### src/rtl/tlsq_pkg.sv
package tlsq_pkg;

  typedef logic [1:0] lvl_t;

  localparam lvl_t LV_POS  = 2'b01;
  localparam lvl_t LV_ZERO = 2'b00;
  localparam lvl_t LV_NEG  = 2'b11;

  typedef struct packed {
    lvl_t a;
    lvl_t b;
    lvl_t c;
  } ph_t;

  typedef enum logic [2:0] {
    K_X,
    K_Y,
    K_Z,
    K_X_LO,
    K_X_HI,
    K_Z_LO,
    K_Z_HI
  } dkind_t;

  typedef enum logic [1:0] {
    PAT_EDGE_IN,   // first sample of a sector
    PAT_EDGE_OUT,  // last sample of a sector
    PAT_MID_IN,
    PAT_MID_OUT
  } pat_t;

  // two's complement of the code swaps + and -, keeps 0
  function automatic lvl_t lvl_neg(lvl_t v);
    return lvl_t'(2'b00 - v);
  endfunction

  function automatic ph_t rot_step(ph_t p);
    ph_t r;
    r.a = lvl_neg(p.b);
    r.b = lvl_neg(p.c);
    r.c = lvl_neg(p.a);
    return r;
  endfunction

  function automatic ph_t mk_ph(lvl_t a, lvl_t b, lvl_t c);
    ph_t r;
    r.a = a;
    r.b = b;
    r.c = c;
    return r;
  endfunction

endpackage

### src/rtl/tlsq_pattern.sv
module tlsq_pattern
  import tlsq_pkg::*;
#(
  parameter int unsigned NSEG = 4,
  parameter int unsigned IW   = 2
) (
  input  logic          four_per_sector_i,
  input  logic [IW-1:0] idx_i,
  output ph_t           st_o   [NSEG],
  output dkind_t        kind_o [NSEG]
);

  pat_t pat;

  always_comb begin
    if (four_per_sector_i) begin
      unique case (idx_i[1:0])
        2'd0:    pat = PAT_EDGE_IN;
        2'd1:    pat = PAT_MID_IN;
        2'd2:    pat = PAT_MID_OUT;
        default: pat = PAT_EDGE_OUT;
      endcase
    end else begin
      pat = idx_i[0] ? PAT_EDGE_OUT : PAT_EDGE_IN;
    end
  end

  always_comb begin
    for (int j = 0; j < NSEG; j++) begin
      st_o[j]   = mk_ph(LV_ZERO, LV_ZERO, LV_ZERO);
      kind_o[j] = K_Z;
    end
    unique case (pat)
      PAT_EDGE_IN: begin
        st_o[0] = mk_ph(LV_ZERO, LV_NEG, LV_POS);  kind_o[0] = K_X_LO;
        st_o[1] = mk_ph(LV_POS,  LV_NEG, LV_POS);  kind_o[1] = K_Y;
        st_o[2] = mk_ph(LV_ZERO, LV_NEG, LV_POS);  kind_o[2] = K_X_HI;
        st_o[3] = mk_ph(LV_ZERO, LV_NEG, LV_ZERO); kind_o[3] = K_Z;
      end
      PAT_EDGE_OUT: begin
        st_o[0] = mk_ph(LV_ZERO, LV_NEG, LV_ZERO); kind_o[0] = K_Z;
        st_o[1] = mk_ph(LV_POS,  LV_NEG, LV_ZERO); kind_o[1] = K_X_LO;
        st_o[2] = mk_ph(LV_POS,  LV_NEG, LV_POS);  kind_o[2] = K_Y;
        st_o[3] = mk_ph(LV_POS,  LV_NEG, LV_ZERO); kind_o[3] = K_X_HI;
      end
      PAT_MID_IN: begin
        st_o[0] = mk_ph(LV_ZERO, LV_NEG,  LV_ZERO); kind_o[0] = K_Z_LO;
        st_o[1] = mk_ph(LV_ZERO, LV_NEG,  LV_POS);  kind_o[1] = K_X;
        st_o[2] = mk_ph(LV_POS,  LV_NEG,  LV_POS);  kind_o[2] = K_Y;
        st_o[3] = mk_ph(LV_POS,  LV_ZERO, LV_POS);  kind_o[3] = K_Z_HI;
      end
      default: begin
        st_o[0] = mk_ph(LV_POS,  LV_ZERO, LV_POS);  kind_o[0] = K_Z_LO;
        st_o[1] = mk_ph(LV_POS,  LV_NEG,  LV_POS);  kind_o[1] = K_Y;
        st_o[2] = mk_ph(LV_POS,  LV_NEG,  LV_ZERO); kind_o[2] = K_X;
        st_o[3] = mk_ph(LV_ZERO, LV_NEG,  LV_ZERO); kind_o[3] = K_Z_HI;
      end
    endcase
  end

endmodule

### src/rtl/tlsq_rotator.sv
module tlsq_rotator
  import tlsq_pkg::*;
#(
  parameter int unsigned NSEG = 4,
  parameter int unsigned SW   = 3
) (
  input  logic [SW-1:0] sector_i,
  input  ph_t           st_i [NSEG],
  output ph_t           st_o [NSEG]
);

  localparam int unsigned STAGES = 1 << SW;

  ph_t chain [STAGES][NSEG];

  for (genvar gj = 0; gj < NSEG; gj++) begin : g_seg
    assign chain[0][gj] = st_i[gj];
    for (genvar gs = 1; gs < STAGES; gs++) begin : g_stage
      assign chain[gs][gj] = rot_step(chain[gs-1][gj]);
    end
    assign st_o[gj] = chain[sector_i][gj];
  end

endmodule

### src/rtl/tlsq_dwell_split.sv
module tlsq_dwell_split
  import tlsq_pkg::*;
#(
  parameter int unsigned DW   = 12,
  parameter int unsigned NSEG = 4
) (
  input  logic [DW-1:0] dx_i,
  input  logic [DW-1:0] dy_i,
  input  logic [DW-1:0] dz_i,
  input  dkind_t        kind_i [NSEG],
  output logic [DW-1:0] dur_o  [NSEG]
);

  logic [DW-1:0] x_lo, x_hi, z_lo, z_hi;

  assign x_lo = dx_i >> 1;
  assign x_hi = dx_i - x_lo;
  assign z_lo = dz_i >> 1;
  assign z_hi = dz_i - z_lo;

  for (genvar g = 0; g < NSEG; g++) begin : g_seg
    always_comb begin
      unique case (kind_i[g])
        K_X:     dur_o[g] = dx_i;
        K_Y:     dur_o[g] = dy_i;
        K_X_LO:  dur_o[g] = x_lo;
        K_X_HI:  dur_o[g] = x_hi;
        K_Z_LO:  dur_o[g] = z_lo;
        K_Z_HI:  dur_o[g] = z_hi;
        default: dur_o[g] = dz_i;
      endcase
    end
  end

endmodule

### src/rtl/tlsq_seg_timer.sv
module tlsq_seg_timer
  import tlsq_pkg::*;
#(
  parameter int unsigned DW   = 12,
  parameter int unsigned NSEG = 4
) (
  input  logic          clk_i,
  input  logic          rst_ni,
  input  logic          load_i,
  input  logic [DW-1:0] dur_i [NSEG],
  input  ph_t           st_i  [NSEG],
  output ph_t           ph_o,
  output logic          active_o,
  output logic          last_o
);

  localparam int unsigned SIW = (NSEG > 1) ? $clog2(NSEG) : 1;

  logic [DW-1:0]  dur_q [NSEG];
  ph_t            st_q  [NSEG];
  logic [SIW-1:0] seg_q;
  logic [DW-1:0]  cnt_q;
  logic           active_q;
  ph_t            ph_q;

  logic           first_found, next_found, seg_end;
  logic [SIW-1:0] first_idx, next_idx;

  // lowest non-empty segment of the incoming sample
  always_comb begin
    first_found = 1'b0;
    first_idx   = '0;
    for (int j = NSEG - 1; j >= 0; j--) begin
      if (dur_i[j] != '0) begin
        first_found = 1'b1;
        first_idx   = SIW'(j);
      end
    end
  end

  // next non-empty segment after the current one
  always_comb begin
    next_found = 1'b0;
    next_idx   = '0;
    for (int j = NSEG - 1; j >= 0; j--) begin
      if (dur_q[j] != '0 && j > int'(seg_q)) begin
        next_found = 1'b1;
        next_idx   = SIW'(j);
      end
    end
  end

  assign seg_end = active_q && (cnt_q == '0);
  assign last_o  = seg_end && !next_found;

  always_ff @(posedge clk_i or negedge rst_ni) begin
    if (!rst_ni) begin
      for (int j = 0; j < NSEG; j++) begin
        dur_q[j] <= '0;
        st_q[j]  <= '0;
      end
      seg_q    <= '0;
      cnt_q    <= '0;
      active_q <= 1'b0;
      ph_q     <= '0;
    end else if (load_i) begin
      for (int j = 0; j < NSEG; j++) begin
        dur_q[j] <= dur_i[j];
        st_q[j]  <= st_i[j];
      end
      if (first_found) begin
        active_q <= 1'b1;
        seg_q    <= first_idx;
        cnt_q    <= dur_i[first_idx] - DW'(1);
        ph_q     <= st_i[first_idx];
      end else begin
        active_q <= 1'b0;
      end
    end else if (seg_end) begin
      if (next_found) begin
        seg_q <= next_idx;
        cnt_q <= dur_q[next_idx] - DW'(1);
        ph_q  <= st_q[next_idx];
      end else begin
        active_q <= 1'b0;
      end
    end else if (active_q) begin
      cnt_q <= cnt_q - DW'(1);
    end
  end

  assign ph_o     = ph_q;
  assign active_o = active_q;

endmodule

### src/rtl/tlsq_sequencer.sv
module tlsq_sequencer
  import tlsq_pkg::*;
#(
  parameter int unsigned DW = 12
) (
  input  logic          clk_i,
  input  logic          rst_ni,
  input  logic          valid_i,
  output logic          ready_o,
  input  logic          four_per_sector_i,
  input  logic [1:0]    sample_idx_i,
  input  logic [2:0]    sector_i,
  input  logic [DW-1:0] dwell_x_i,
  input  logic [DW-1:0] dwell_y_i,
  input  logic [DW-1:0] dwell_z_i,
  output logic [1:0]    phase_a_o,
  output logic [1:0]    phase_b_o,
  output logic [1:0]    phase_c_o,
  output logic          active_o
);

  localparam int unsigned NSEG = 4;
  localparam int unsigned IW   = 2;
  localparam int unsigned SW   = 3;

  ph_t           ref_st  [NSEG];
  ph_t           rot_st  [NSEG];
  dkind_t        kind    [NSEG];
  logic [DW-1:0] dur     [NSEG];
  ph_t           ph;
  logic          active, last, load;

  tlsq_pattern #(.NSEG(NSEG), .IW(IW)) u_pattern (
    .four_per_sector_i (four_per_sector_i),
    .idx_i             (sample_idx_i),
    .st_o              (ref_st),
    .kind_o            (kind)
  );

  tlsq_rotator #(.NSEG(NSEG), .SW(SW)) u_rotator (
    .sector_i (sector_i),
    .st_i     (ref_st),
    .st_o     (rot_st)
  );

  tlsq_dwell_split #(.DW(DW), .NSEG(NSEG)) u_split (
    .dx_i   (dwell_x_i),
    .dy_i   (dwell_y_i),
    .dz_i   (dwell_z_i),
    .kind_i (kind),
    .dur_o  (dur)
  );

  assign ready_o = !active || last;
  assign load    = valid_i && ready_o;

  tlsq_seg_timer #(.DW(DW), .NSEG(NSEG)) u_timer (
    .clk_i    (clk_i),
    .rst_ni   (rst_ni),
    .load_i   (load),
    .dur_i    (dur),
    .st_i     (rot_st),
    .ph_o     (ph),
    .active_o (active),
    .last_o   (last)
  );

  assign phase_a_o = ph.a;
  assign phase_b_o = ph.b;
  assign phase_c_o = ph.c;
  assign active_o  = active;

endmodule

### config.mk
export PLATFORM = sky130hd
export DESIGN_NAME = tlsq_sequencer
export DESIGN_NICKNAME = d
export VERILOG_FILES = /design/src/rtl/tlsq_pkg.sv /design/src/rtl/tlsq_pattern.sv /design/src/rtl/tlsq_rotator.sv /design/src/rtl/tlsq_dwell_split.sv /design/src/rtl/tlsq_seg_timer.sv /design/src/rtl/tlsq_sequencer.sv
export SDC_FILE = /design/constraint.sdc
export NUM_CORES = 1
export LEC_CHECK = 0
export BUFFER_PORTS_ARGS = -buffer_cell sky130_fd_sc_hd__buf_2
export CAP_MARGIN = 20
export CORE_MARGIN = 8
export CORE_UTILIZATION = 32
export DETAILED_ROUTE_END_ITERATION = 16
export SLEW_MARGIN = 20
export SYNTH_ARGS = -nofsm -noshare
export SYNTH_HDL_FRONTEND = slang
export SYNTH_SLANG_ARGS = --single-unit
### constraint.sdc
create_clock -name clk_i -period 4.3 [get_ports clk_i]
set_input_delay 0.43 -clock clk_i [delete_from_list [all_inputs] [get_ports clk_i]]
set_output_delay 0.43 -clock clk_i [all_outputs]
set_load 0.1 [all_outputs]
==> After elaboration in Yosys (flattened, before gate mapping) <==
Index checks and enable logic that the tools add are counted.
{ "op_classes": {"add_sub_neg": 89, "order_cmp": 6, "n_eq_ne": 27, "n_mux": 55, "bitwise_logic": 3, "n_reduce_logical": 29} }
{ "op_table": {"columns": ["operator", "count"], "rows": [
  ["one-hot mux 12 bit (6 select lines)", 4],
  ["subtractor 1 x 2 -> 2 bit, first input constant", 83],
  ["two-way mux 12 bit", 9],
  ["nonzero test 12 bit", 7],
  ["binary-select mux 24 bit (select 3 bit)", 1],
  ["one-hot mux 23 bit (3 select lines)", 1],
  ["binary-select mux 12 bit (select 2 bit)", 2],
  ["two-way mux 24 bit", 2],
  ["two-way mux 6 bit", 8],
  ["equality test 3 bit, second input constant", 12],
  ["one-hot mux 12 bit (3 select lines)", 1],
  ["subtractor 12 x 1 -> 12 bit, second input constant", 3],
  ["binary-select mux 6 bit (select 2 bit)", 2],
  ["two-way mux 2 bit", 12],
  ["subtractor 12 x 11 -> 12 bit", 2],
  ["equality test 3 x 1 -> 1 bit, second input constant", 4],
  ["equality test 3 x 2 -> 1 bit, second input constant", 4],
  ["zero test 12 bit", 1],
  ["zero test 3 bit", 4],
  ["two-way mux 1 bit", 12],
  ["greater-or-equal comparator 3 bit, second input constant", 2],
  ["logical AND 1 bit", 6],
  ["NOT 2 -> 3 bit", 2],
  ["one-hot mux 2 bit (3 select lines)", 1],
  ["17 further kinds", 24]
]} }
{ "totals": {"ff_bits": 93, "in_bits": 45, "output_inout_bits": 8, "word_cells": 231} }

==> Logic depth before layout (Yosys ltp) <==
{ "depth": {"ltp_word": 20, "depth_mapped": 23} }

==> Cells and area by module <==
A second synthesis with hierarchy kept.
{ "hier_totals": {"cells_unflattened": 1292, "hier_area_um2": 10950.5} }
{ "modules_own_cells": {"columns": ["module", "instances", "cells_per_inst", "area_per_inst_um2"], "rows": [
  ["tlsq_seg_timer", 1, 525, 5571.6],
  ["tlsq_dwell_split", 1, 626, 3956.3],
  ["tlsq_rotator", 1, 94, 1052.3],
  ["tlsq_pattern", 1, 45, 347.8],
  ["tlsq_sequencer", 1, 2, 22.5]
]} }

==> Worst setup path after synthesis <==
Ideal clock, no wire load.
{ "synth_path": {"path_type": "reg-to-reg", "start": "register u_timer.active_q, in the netlist u_timer.active_o", "end": "register u_timer.cnt_q[10]", "setup_ns": 0.087, "arrival_time_ns": 6.794, "required_ns": 4.213, "path_slack_ns": -2.580, "path_stages_with_launch": 15, "path_buffers": 1, "period_less_slack_ns": 6.880, "path_cell_list": "dfrtp_1 > nor2b_1 > nand4_1 > o41ai_1 > and2_1 > clkbuf_1 > nor2_1 > a41o_1 > a2bb2oi_1 > inv_1 > ha_1 > nand3_1 > or3_4 > o21a_1 > a211oi_2"} }
{ "synth_between": {"elab_chain_cells": 6, "elab_cells_between_ends": 11, "cone_classes": "eq/ne (2); mux (2); reduce/logical (7)"} }
{ "synth_rtl": {"columns": ["item", "line", "text"], "rows": [
  ["start: declaration", "tlsq_seg_timer.sv:23", "logic active_q;"],
  ["start signal: assignment", "tlsq_seg_timer.sv:64", "active_q <= 1'b0;"],
  ["start signal: assignment", "tlsq_seg_timer.sv:72", "active_q <= 1'b1;"],
  ["start signal: assignment", "tlsq_seg_timer.sv:77", "active_q <= 1'b0;"],
  ["logical AND 1 bit", "tlsq_seg_timer.sv:53", "assign seg_end = active_q && (cnt_q == '0);"],
  ["logical AND 1 bit", "tlsq_seg_timer.sv:54", "assign last_o = seg_end && !next_found;"],
  ["logical OR 1 bit *", "tlsq_sequencer.sv:54", "assign ready_o = !active || last;"],
  ["named net ready_o", "tlsq_sequencer.sv:9", "output logic ready_o,"],
  ["logical AND 1 bit *", "tlsq_sequencer.sv:55", "assign load = valid_i && ready_o;"],
  ["inequality test 3 x 2 -> 1 bit (no line) (tied with other cells)", null, null],
  ["AND reduction 3 bit (no line)", null, null],
  ["end signal: assignment", "tlsq_seg_timer.sv:74", "cnt_q <= dur_i[first_idx] - DW'(1);"],
  ["end signal: assignment", "tlsq_seg_timer.sv:82", "cnt_q <= dur_q[next_idx] - DW'(1);"],
  ["end signal: assignment", "tlsq_seg_timer.sv:88", "cnt_q <= cnt_q - DW'(1);"],
  ["end: declaration", "tlsq_seg_timer.sv:22", "logic [DW-1:0] cnt_q;"]
]} }
The timed path passes the listed nets; every way through them passes the cells marked *.
A chain may end at the register's enable or synchronous reset.

==> Final worst setup path <==
{ "layout_path": {"start": "input dwell_z_i[1]", "end": "register u_timer.cnt_q[10]"} }
{ "layout_between": {"elab_chain_cells": 14, "elab_cells_between_ends": 26, "cone_classes": "add/sub (2); eq/ne (1); mux (17); bitwise (1); reduce/logical (5)"} }
{ "layout_rtl": {"columns": ["item", "line", "text"], "rows": [
  ["start: declaration", "tlsq_sequencer.sv:15", "input logic [DW-1:0] dwell_z_i,"],
  ["subtractor 12 x 11 -> 12 bit", "tlsq_dwell_split.sv:19", "assign z_hi = dz_i - z_lo;"],
  ["one-hot mux 12 bit (6 select lines)", "tlsq_dwell_split.sv:23", "unique case (kind_i[g])"],
  ["nonzero test 12 bit", "tlsq_seg_timer.sv:34", "if (dur_i[j] != '0) begin"],
  ["two-way mux 2 bit (4 in a row)", "tlsq_seg_timer.sv:34", null],
  ["NOT 2 -> 3 bit (not written as such)", "tlsq_seg_timer.sv:74", null],
  ["binary-select mux 12 bit (select 2 bit)", "tlsq_seg_timer.sv:74", null],
  ["two-way mux 12 bit (not written as such) (2 in a row)", "tlsq_seg_timer.sv:74", null],
  ["subtractor 12 x 1 -> 12 bit", "tlsq_seg_timer.sv:74", null],
  ["two-way mux 12 bit", "tlsq_seg_timer.sv:71", "if (first_found) begin"],
  ["two-way mux 12 bit", "tlsq_seg_timer.sv:66", "end else if (load_i) begin"]
]} }
Parallel ways exist; a longest one is shown, timed or not. The select of a mux whose other input is x is not followed.

==> impl_results.md <==
- Critical Path Source: dwell_z_i[1]
- Worst stage delay on the critical path: 0.60 ns
- Routed WL: 34.9 mm
- DRC Markers: 0
- Distinct cells, synth: 83
- Crit path top cell by count: or3_4
- Global-route wire length before repair: 54.3 mm
- Most common cell after layout, fill and taps aside: buf_4
- Clock buffer depth: 2
- Metal3 WL: 2.24 mm
- Setup-failing EPs final: 5
- Largest net degree at the start of global routing: 75
- Seq. cell area: 2330 um2
- Clock Pin Slew Worst Setup and Hold Paths: 0.08 ns
- H-Tree Depth: 3
- Layout cells sized above 1: 32.3%
- Crit path DAT: 4.68 ns
- Status: complete, but fails checks
- Sink Count: 93
- Critical path capture point type: register
- Leakage: 0.00548 uW
- Crit path launch type: input pin
- Number of global-route vias before repair: 9781
- Mapped Area: 8730 um2
- Met2 Wirelength: 15.5 mm
- CP required: 4.56 ns
- Post-DP Area: 11400 um2
- Worst path slowest cell: or4b_4
- Setup WS post-layout: -0.127 ns
- Layout filler cell count: 2737
- Critical path class: in2reg
- Most frequent cells in the layout: buf_4 (288), nand2_1 (184), o21ai_0 (110), nor2_1 (98), dfrtp_1 (92)
- Root buf cell: clkbuf_16
- DIE AREA: 32800 um2
- Synth area leader: dfrtp_1
- Layout area overhead: 40.0%
- Initial antenna violation count: 1
- Slew Viols, Final: 0
- Placed cell count: 1762
- Primary FF master, synth: dfrtp_1
- Post-DP HPWL: 28.0 mm
- Largest vdd supply drop: 0.185 mV
- Starting DRC count in detailed routing: 944
- Fmax: 0.226 GHz
- DP Worst Slack: -0.721 ns
- Row cnt: 60
- Final Hold Fails: 0
- TritonCTS Buffers: 9
- Power density cells: 235 nW/um2
- Post-layout min period: 4.43 ns
- Io pins: 53
- Multi-input gate area: 6410 um2
- Slew margin rel.: 48.6%
- Net count, final: 1536
- Slew @ Worst Pin: 0.771 ns
- Non-Filler Instances: 1804
- Async set or reset register ratio after synthesis: 100%
- Post-synthesis average cell area: 7.39 um2
- CTS tree: done
- Fin area: 12200 um2
- Highest routed layer: met4
- Cells after synthesis: 1182
- Routed Antenna Nets: 0
- DR vias: 10305
- Drt pass-1 iters: 7
- Setup repair after global routing missed its margin: yes
- Seq cells post-synth: 93
- Worst R2R Path Depth: 17
- Avg WL per Cell: 19.4 um
- Core Box Area: 26900 um2
- CTS Hold Bufs: 0
- Gpl congestion: 0.961
- Syn_nets: 1261
- IO buf count: 52
- Violated checks: negative setup slack
- RR Startpoint: u_timer.dur_q[0]
- Clk_lat worst skew: 0.35 ns
- Capture point of the worst reg-to-reg path: u_timer.cnt_q[10]
- Post-synth EDFFs: 0
- Die X: 181 um
- Die Y: 181 um
- R2r setup slk: 0.37 ns
- MaxCap Viol Count: 0
- Worst setup path end: u_timer.cnt_q[10]
- Post-DR vias/cell: 5.71
- Initial Util: 32.5%
- All-Layer GR Usage: 20.4%
- Share of the synthesized area in the top cell type: 26.7%
- Clock Skew: 0.0108 ns
- Grt total ovfl: 0
- Seq/Total Area, Yosys: 26.7%
- Hold Path Class: in2async
- Wl on met1: 16.0 mm
- Fin crit share: 103%
- Synth area leaders: dfrtp_1 (27%), nand2_1 (8.1%), o21ai_0 (7.0%), a21oi_1 (5.0%), ha_1 (4.6%)
- Util after Layout: 45.5%
- TNS Setup: -0.387 ns
- Crit path max fanout: 4
- Synth warn: 0
- Crit-path cells: buf_6 -> ha_4 -> fa_2 -> xor2_2 -> a21oi_2 -> o21ai_2 -> a31oi_1 -> or3_4 -> or4_4 -> or4b_4 -> buf_6 -> or3_4 -> nor3_4 -> nor3_4 -> buf_4 -> or3_4 -> o21a_1 -> a211oi_2
==> cell usage after synthesis (all sizes together), types with 18 or more instances <==
cell type / count
nand2: 189
o21ai: 124
nor2: 103
dfrtp: 93
a21oi: 89
clkbuf: 63
inv: 51
mux2i: 35
ha: 32
a211oi: 29
a22oi: 29
a221oi: 18
a31oi: 18
buf: 18
==> how the worst min path moves through the flow <==
stage                 startpoint           endpoint  slack [ns]  depth (start not counted)
6_report                  rst_ni   u_timer.st_q[19]        0.15                          1
5_1_grt                   rst_ni   u_timer.st_q[19]        0.21                          1
4_1_cts                   rst_ni   u_timer.st_q[23]        0.19                          1
3_5_place_dp   u_timer.dur_q[40]  u_timer.dur_q[40]        0.47                          2
3_3_place_gp    u_timer.st_q[15]   u_timer.st_q[15]        0.46                          2
2_1_floorplan             rst_ni   u_timer.cnt_q[0]        0.13                          0
==> area by class of cell <==
cell class              count  area share, %
multi-input cells         957           52.4
repair buffers            345           21.0
flip-flops and latches     93           19.1
well taps                 341           3.49
clock buffers               9           1.84
inverters                  51           1.67
clock inverters             7          0.512
diodes                      1         0.0205
==> cell families (layout without fill, tap and decap cells) <==
| kind of cell | Yosys count | count (layout) | synth area share (%) |
|---|---|---|---|
| muxes | 41 | 41 | 4.79 |
| DFF | 93 | 93 | 26.7 |
| adders and majority gates | 34 | 34 | 5.04 |
| and+or+nand+nor | 420 | 420 | 22.1 |
| other | 0 | 1 | 0 |
| buffers and inverters | 132 | 412 | 5.89 |
| xor gates and xnor gates | 20 | 20 | 2.09 |
| AOI/OAI and AO/OA | 442 | 442 | 33.4 |
==> registers in the layout, indices dropped and copies added (netlist names) <==
register,count
u_timer.active_o,1
u_timer.cnt_q,12
u_timer.dur_q,48
u_timer.ph_o,6
u_timer.seg_q,2
u_timer.st_q,24
==> stage by stage <==
stage	hold WS (ns)	total power, uW
2_1_floorplan	0.134	1430
3_3_place_gp	0.457	1990
3_5_place_dp	0.467	1990
4_1_cts	0.191	2810
5_1_grt	0.213	3000
6_report	0.147	2870
==> repair_timing <==
| item | CTS | global route |
|---|---|---|
| pin swaps | 6 | 22 |
| buffers inserted | 15 | 10 |
| gates resized for setup | 18 | 69 |
| endpoints found under the setup margin | 17 | 19 |
==> routing by layer <==
layer  track usage (%)  vias up
met5                 0        -
met4              6.99        0
met3              2.33       81
met2              31.9      442
met1              28.8     4849
li1                  -     4933
==> power by group <==
| group | internal, uW | total [uW] | switching, uW | leakage [uW] |
|---|---|---|---|---|
| combinational | 545 | 1210 | 666 | 0.00407 |
| sequential | 874 | 874 | 0 | 0.00127 |
| clock | 407 | 785 | 378 | 0.000145 |
| total | 1830 | 2870 | 1040 | 0.00548 |
==> worst max-delay path: cells and delay by family <==
kind	cells	cell delay (ns)
AO/OA/AOI/OAI	5	0.71
AND/OR/NAND/NOR	7	2.40
buffers and inverters	3	0.41
XOR/XNOR	1	0.20
adder cells (fa/ha/maj)	2	0.53
Note: power is estimated with default switching activity, not from simulation.
